### src/rtl/iscale_pkg.sv
`timescale 1ns/1ps
package iscale_pkg;

  localparam int RES_W = 64;
  localparam logic [63:0] MOD_P = 64'hFFFFFFFF00000001;
  // 2^64 mod p
  localparam logic [63:0] WRAP = 64'h00000000FFFFFFFF;

  typedef enum logic [1:0] {PH_IDLE, PH_RUN, PH_TAIL} phase_e;

  // Fold a value below 2^67 into [0, p).
  function automatic logic [63:0] fold67(input logic [66:0] v);
    logic [66:0] w;
    logic [63:0] r;
    w = 67'(v[63:0]) + 67'(v[66:64]) * 67'(WRAP);
    w = 67'(w[63:0]) + 67'(w[66:64]) * 67'(WRAP);
    r = w[63:0];
    if (r >= MOD_P) r = r - MOD_P;
    return r;
  endfunction

  // 128-bit value mod p, using 2^64 = 2^32 - 1 and 2^96 = -1.
  function automatic logic [63:0] red128(input logic [127:0] z);
    logic [66:0] v;
    v = (67'(z[95:64]) + 67'(z[63:32])) << 32;
    v = v + 67'(z[31:0]) + (67'(MOD_P) << 1) - 67'(z[127:96]) - 67'(z[95:64]);
    return fold67(v);
  endfunction

  function automatic logic [63:0] neg_mod(input logic [63:0] x);
    return (x == 64'd0) ? 64'd0 : MOD_P - x;
  endfunction

  // a < p, b < 2^40: one conditional subtract is enough.
  function automatic logic [63:0] add_mod(input logic [63:0] a, input logic [63:0] b);
    logic [64:0] s;
    s = 65'(a) + 65'(b);
    if (s >= 65'(MOD_P)) s = s - 65'(MOD_P);
    return s[63:0];
  endfunction

endpackage

### src/rtl/iscale_mulconst.sv
`timescale 1ns/1ps
// Two-stage multiply by the inverse transform length mod p.
// The constant equals -(2^17 * 0x55555555) mod p, and
// 0x55555555 = 5 * 0x11 * 0x101 * 0x10001, so each level is x + (x << 2^(k+1)).
module iscale_mulconst
  import iscale_pkg::*;
(
  input  logic             clk,
  input  logic             rst_n,
  input  logic             d_valid,
  input  logic             d_last,
  input  logic [RES_W-1:0] d_val,
  output logic             m_valid,
  output logic             m_last,
  output logic [RES_W-1:0] m_val
);
  localparam int NLEV    = 4;
  localparam int UW      = RES_W + 32;
  localparam int POST_SH = 17;

  logic [UW-1:0] lvl [NLEV+1];
  assign lvl[0] = UW'(d_val);

  for (genvar k = 0; k < NLEV; k++) begin : g_lvl
    assign lvl[k+1] = lvl[k] + (lvl[k] << (2 << k));
  end

  logic          a_valid, a_last;
  logic [UW-1:0] a_u;

  always_ff @(posedge clk or negedge rst_n) begin
    if (!rst_n) begin
      a_valid <= 1'b0;
      a_last  <= 1'b0;
      a_u     <= '0;
    end else begin
      a_valid <= d_valid;
      a_last  <= d_valid & d_last;
      a_u     <= lvl[NLEV];
    end
  end

  logic [127:0]     z_wide;
  logic [RES_W-1:0] scaled;
  assign z_wide = 128'(a_u) << POST_SH;
  assign scaled = neg_mod(red128(z_wide));

  always_ff @(posedge clk or negedge rst_n) begin
    if (!rst_n) begin
      m_valid <= 1'b0;
      m_last  <= 1'b0;
      m_val   <= '0;
    end else begin
      m_valid <= a_valid;
      m_last  <= a_valid & a_last;
      m_val   <= scaled;
    end
  end
endmodule

### src/rtl/iscale_carry_loop.sv
`timescale 1ns/1ps
// Single-cycle carry feedback: modular add, split into digit and carry,
// then flush the carry after the final residue.
module iscale_carry_loop
  import iscale_pkg::*;
#(
  parameter int DIG_W = 24
) (
  input  logic                   clk,
  input  logic                   rst_n,
  input  logic                   clear,
  input  logic                   m_valid,
  input  logic                   m_last,
  input  logic [RES_W-1:0]       m_val,
  output logic                   o_valid,
  output logic [DIG_W-1:0]       o_digit,
  output logic                   o_done,
  output logic [RES_W-DIG_W-1:0] carry_q,
  output logic                   flush_emit
);
  localparam int CARRY_W = RES_W - DIG_W;

  logic             flushing;
  logic [RES_W-1:0] sum;

  assign sum        = add_mod(m_val, RES_W'(carry_q));
  assign flush_emit = flushing & (carry_q != '0);

  always_ff @(posedge clk or negedge rst_n) begin
    if (!rst_n) begin
      carry_q  <= '0;
      flushing <= 1'b0;
      o_valid  <= 1'b0;
      o_digit  <= '0;
      o_done   <= 1'b0;
    end else begin
      o_valid <= 1'b0;
      o_done  <= 1'b0;
      if (clear) begin
        carry_q  <= '0;
        flushing <= 1'b0;
      end else if (m_valid) begin
        o_valid  <= 1'b1;
        o_digit  <= sum[DIG_W-1:0];
        carry_q  <= sum[RES_W-1:DIG_W];
        flushing <= m_last;
      end else if (flush_emit) begin
        o_valid <= 1'b1;
        o_digit <= carry_q[DIG_W-1:0];
        carry_q <= CARRY_W'(carry_q >> DIG_W);
      end else if (flushing) begin
        o_done   <= 1'b1;
        flushing <= 1'b0;
      end
    end
  end
endmodule

### src/rtl/iscale_carry.sv
`timescale 1ns/1ps
module iscale_carry
  import iscale_pkg::*;
#(
  parameter int NUM_DIGITS = 98304,
  parameter int DIG_W      = 24
) (
  input  logic             clk,
  input  logic             rst_n,
  input  logic             start,
  input  logic             in_valid,
  input  logic [63:0]      in_res,
  output logic             out_valid,
  output logic [DIG_W-1:0] out_digit,
  output logic             done
);
  localparam int CARRY_W = RES_W - DIG_W;
  localparam int CNT_W   = $clog2(NUM_DIGITS + 1);

  phase_e             phase;
  logic [CNT_W-1:0]   in_cnt;
  logic               start_ok, accept, last_in;
  logic               s1_valid, s1_last;
  logic [RES_W-1:0]   s1_res;
  logic               m_valid, m_last;
  logic [RES_W-1:0]   m_val;
  logic [CARRY_W-1:0] carry_q;
  logic               flush_emit;

  assign start_ok = start & (phase == PH_IDLE);
  assign accept   = in_valid & (phase == PH_RUN);
  assign last_in  = (in_cnt == CNT_W'(NUM_DIGITS - 1));

  always_ff @(posedge clk or negedge rst_n) begin
    if (!rst_n) begin
      phase    <= PH_IDLE;
      in_cnt   <= '0;
      s1_valid <= 1'b0;
      s1_last  <= 1'b0;
      s1_res   <= '0;
    end else begin
      s1_valid <= accept;
      s1_last  <= accept & last_in;
      if (accept) s1_res <= in_res;
      case (phase)
        PH_IDLE: if (start_ok) begin
          phase  <= PH_RUN;
          in_cnt <= '0;
        end
        PH_RUN: if (accept) begin
          in_cnt <= in_cnt + 1'b1;
          if (last_in) phase <= PH_TAIL;
        end
        default: if (done) phase <= PH_IDLE;
      endcase
    end
  end

  iscale_mulconst u_mul (
    .clk     (clk),
    .rst_n   (rst_n),
    .d_valid (s1_valid),
    .d_last  (s1_last),
    .d_val   (s1_res),
    .m_valid (m_valid),
    .m_last  (m_last),
    .m_val   (m_val)
  );

  iscale_carry_loop #(.DIG_W(DIG_W)) u_loop (
    .clk        (clk),
    .rst_n      (rst_n),
    .clear      (start_ok),
    .m_valid    (m_valid),
    .m_last     (m_last),
    .m_val      (m_val),
    .o_valid    (out_valid),
    .o_digit    (out_digit),
    .o_done     (done),
    .carry_q    (carry_q),
    .flush_emit (flush_emit)
  );
endmodule

### config.mk
export PLATFORM = sky130hd
export DESIGN_NAME = iscale_carry
export DESIGN_NICKNAME = d
export VERILOG_FILES = /design/src/rtl/iscale_pkg.sv /design/src/rtl/iscale_mulconst.sv /design/src/rtl/iscale_carry_loop.sv /design/src/rtl/iscale_carry.sv
export SDC_FILE = /design/constraint.sdc
export NUM_CORES = 2
export LEC_CHECK = 0
export ABC_AREA = 0
export ABC_CLOCK_PERIOD_IN_PS = 28900
export CAP_MARGIN = 20
export CORE_MARGIN = 2
export CORE_UTILIZATION = 60
export CTS_BUF_LIST = sky130_fd_sc_hd__clkbuf_8
export DETAILED_ROUTE_END_ITERATION = 8
export DONT_BUFFER_PORTS = 1
export PLACE_DENSITY = 0.87
export SLEW_MARGIN = 30
export SYNTH_ARGS = -nofsm -noshare
export SYNTH_HDL_FRONTEND = slang
export SYNTH_HIERARCHICAL = 1
export SYNTH_SLANG_ARGS = --single-unit
### constraint.sdc
create_clock -name clk -period 28.9 [get_ports clk]
set_clock_uncertainty 0.05 [all_clocks]
set_input_delay 1.445 -clock clk [delete_from_list [all_inputs] [get_ports clk]]
set_output_delay 1.445 -clock clk [all_outputs]
set_load 0.01 [all_outputs]
==> results.toml <==
[status]
status = "finished, final reports clean"

[hold_path]
min_path_type = "flop to flop"
min_to = "u_mul/a_valid"
hold_start = "s1_valid"
hold_depth = 0

[global_route]
use_met2_pct = 58.16
met1_usage_pct = 41.61
grt_pass1_wl_um = 209500
grt_pass1_vias = 40450
grt-busiest-layer = "met2"
grt_usage_pct = 34.68
grt_max_degree = 317
grt_overflow = 0
antenna_found_initial = 2
met3_usage_pct = 5.492

[sta]
worst_pin_slew_ns = 0.9854
fin_tns_setup_ns = 0
maxSlewHeadroom_pct = 33.70
hold_viol_final = 0
post-route-period-util_pct = 63.91
rsz0062_at_grt = "no"
setup_viol_count_final = 0
drv_slew = 0
period_minus_slack_ns = 18.47
clock.fmax_mhz = 54.14

[clock_network]
h-tree-depth = 2
hold_buffers = 0
clock_sinks = 316
cts_setup_buffers = 0
cts_made_buffers = 54
insertion_delay_ns = 0.71
cts_tree = "built"
cts_resized = 0
clk_path_buf_depth = 3
root_buffer = "clkbuf_8"
clk_pin_slew_ns = 0.07

[placed_design]
place.gp.congestion = 1.060
dp_hpwl_um = 107200
post-place-cells = 6425
port_buffers = 0

[logic_synthesis]
yosysWarnings = 6
syn_inst = 5603
synth_seq_cells = 316
synth_edf_count = 0
async_flop_share_pct = 100.0
ys.flop_type = "dfrtp_1"
avgSynthCellArea_um2 = 7.706
ys_seq_area_share_pct = 18.32
post_synth_num_cell_types = 120
syn_area_mm2 = 0.04318

[critical_path]
crit_path_top_delay_cell = "nor4_1"
max_stage_delay_ns = 0.86
r2r_start = "u_mul/a_u[50]"
crit_required_ns = 29.40
cp.arrival_ns = 18.97
rr_worst_depth = 61
reg2reg_slack_ns = 10.43
crit_type = "flop to flop"
worstPathMaxFanout = 41
crit-reg2reg-capture = "u_mul/m_val[41]"
end_kind = "flop"
cp-start-kind = "flop"
cpMostUsedCell = "ha_1"

[die]
ioPinCount = 94
fp.dieH_um = 272.3
die_area_mm2 = 0.07412
start_util_pct = 60.50
core_mm2 = 0.07136
fp-row-count = 98
die_width_um = 272.3

[route]
antenna_left = 0
num_vias = 43130
drt-wirelength-per-cell_um = 20.50
drt_iter0_markers = 4708
viasPerCell = 6.606
dr.pass1.iters = 8
wl_um = 133800
drc = 0

[layout]
drive_above_1_share_pct = 4.214
final_common_cell = "nand2_1"
register_area_mm2 = 0.007909
layoutNonFillerInstCount = 6528
fin_nets = 6130
area_growth_pct = 4.608
multi_input_area_mm2 = 0.03372
layout_common_cells = "572 x nand2_1, 520 x ha_1, 511 x a21oi_1"
fillers = 6335

[pwr]
leakage_nw = 21.44
ir_drop_mv = 0.05651
p_per_area_mw_per_mm2 = 41.31
power.total_w = 0.001866

[flow_run]
maxCapViolCount = 0
## power breakdown
group / total, W / switching [W] / internal (W) / leakage (nW)
sequential: 0.000515 / 0.0000374 / 0.000477 / 4.13
combinational: 0.000880 / 0.000577 / 0.000303 / 16.6
clock: 0.000471 / 0.000205 / 0.000265 / 0.677
total: 0.00187 / 0.000820 / 0.00105 / 21.4
## state kept, by name (all words and copies together), names as in the netlist
name and flops:
u_loop/o_digit 24, u_loop/o_valid 1, u_loop/carry_q 40, u_mul/m_val 64, s1_res 64, u_mul/m_valid 1, u_loop/o_done 1, u_mul/m_last 1
s1_valid 1, u_loop/flushing 1, phase 2, in_cnt 17, u_mul/a_valid 1, s1_last 1, u_mul/a_u 96, u_mul/a_last 1
## metrics by stage
stage	hold slack (ns)	setup slack [ns]	area, µm²	util, %
3_3_place_gp	0.2983	11.14	43860	61.46
5_1_grt	0.3390	9.265	45160	63.28
2_1_floorplan	0.2967	9.922	43190	-
6_report	0.3332	10.43	45160	63.29
4_1_cts	0.3368	10.51	45110	63.21
3_5_place_dp	0.3205	10.62	43860	61.46
## worst max-delay path, delay by kind of cell, from the launching register on
family,cells,cell delay [ns]
AND/OR/NAND/NOR,24,7.20
AO/OA/AOI/OAI,21,5.86
XOR/XNOR,2,0.34
flip-flops,1,0.39
adder cells (fa/ha/maj),8,2.65
buffers and inverters,6,1.75
## layout make-up
class | count | share of cell area, %
clock inverters | 32 | 0.7341
clock buffers | 67 | 2.042
multi-input cells | 4898 | 74.67
inverters | 242 | 2.011
well taps | 950 | 2.632
repair buffers | 21 | 0.3878
flip-flops and latches | 316 | 17.51
diodes | 2 | 0.01108
## Yosys cell counts (23+ instances only)
cell      count  share of area [%]
nand2_1     572                5.0
ha_1        520                 15
a21oi_1     511                5.9
nor2_1      419                3.6
xnor2_1     397                8.1
dfrtp_1     316                 18
o21ai_0     277                3.2
inv_1       242                2.1
xor2_1      197                4.0
a21o_1      195                3.4
nand3_1     161                1.9
nor3_1      145                1.7
nand2b_1    126                1.8
nand4_1     118                1.7
clkbuf_1     97               0.84
o21a_1       80                1.4
nor2b_1      75                1.1
nor4_1       72                1.0
and3_1       71                1.0
a211oi_1     63                1.1
and2_1       62               0.90
o21bai_1     59                1.0
or3_1        55               0.80
a31oi_1      54               0.78
o21ai_1      49               0.57
o211ai_1     39               0.68
mux2i_1      32               0.74
or2_2        30               0.43
buf_2        27               0.31
o31ai_1      27               0.47
a211o_1      25               0.51
and4_1       24               0.49
o22ai_1      23               0.33
## worst max-delay path by stage
stage,startpoint,end,slack [ns],cells past startpoint
final,u_mul/a_u[50],u_mul/m_val[41],10.43,61
after global routing,u_mul/a_u[50],u_mul/m_val[41],9.27,61
after CTS,u_mul/a_u[50],u_mul/m_val[41],10.51,60
after detailed placement,u_mul/a_u[50],u_mul/m_val[41],10.62,60
after global placement,u_mul/a_u[54],u_mul/m_val[41],11.14,59
after floorplan,u_mul/a_u[60],u_mul/m_val[41],9.92,63
## logic make-up (layout without fill, tap and decap cells)
group,after synthesis,count (layout),synth area share [%]
AND/OR/NAND/NOR,2067,2067,24.37
AO/OA/AOI/OAI,1660,1660,25.00
XOR/XNOR,596,596,12.14
adder cells (fa/ha/maj),529,529,15.49
buffers and inverters,392,362,3.669
flip-flops,316,316,18.32
multiplexers,42,42,1.008
other,1,6,0.008686
## metal layers
layer	vias up	part of all wire (%)
met5	-	0
met4	0	6.9
met3	505	7.9
met2	2092	46
met1	20080	39
li1	20450	-
Note: power is estimated with default switching activity, not from simulation.
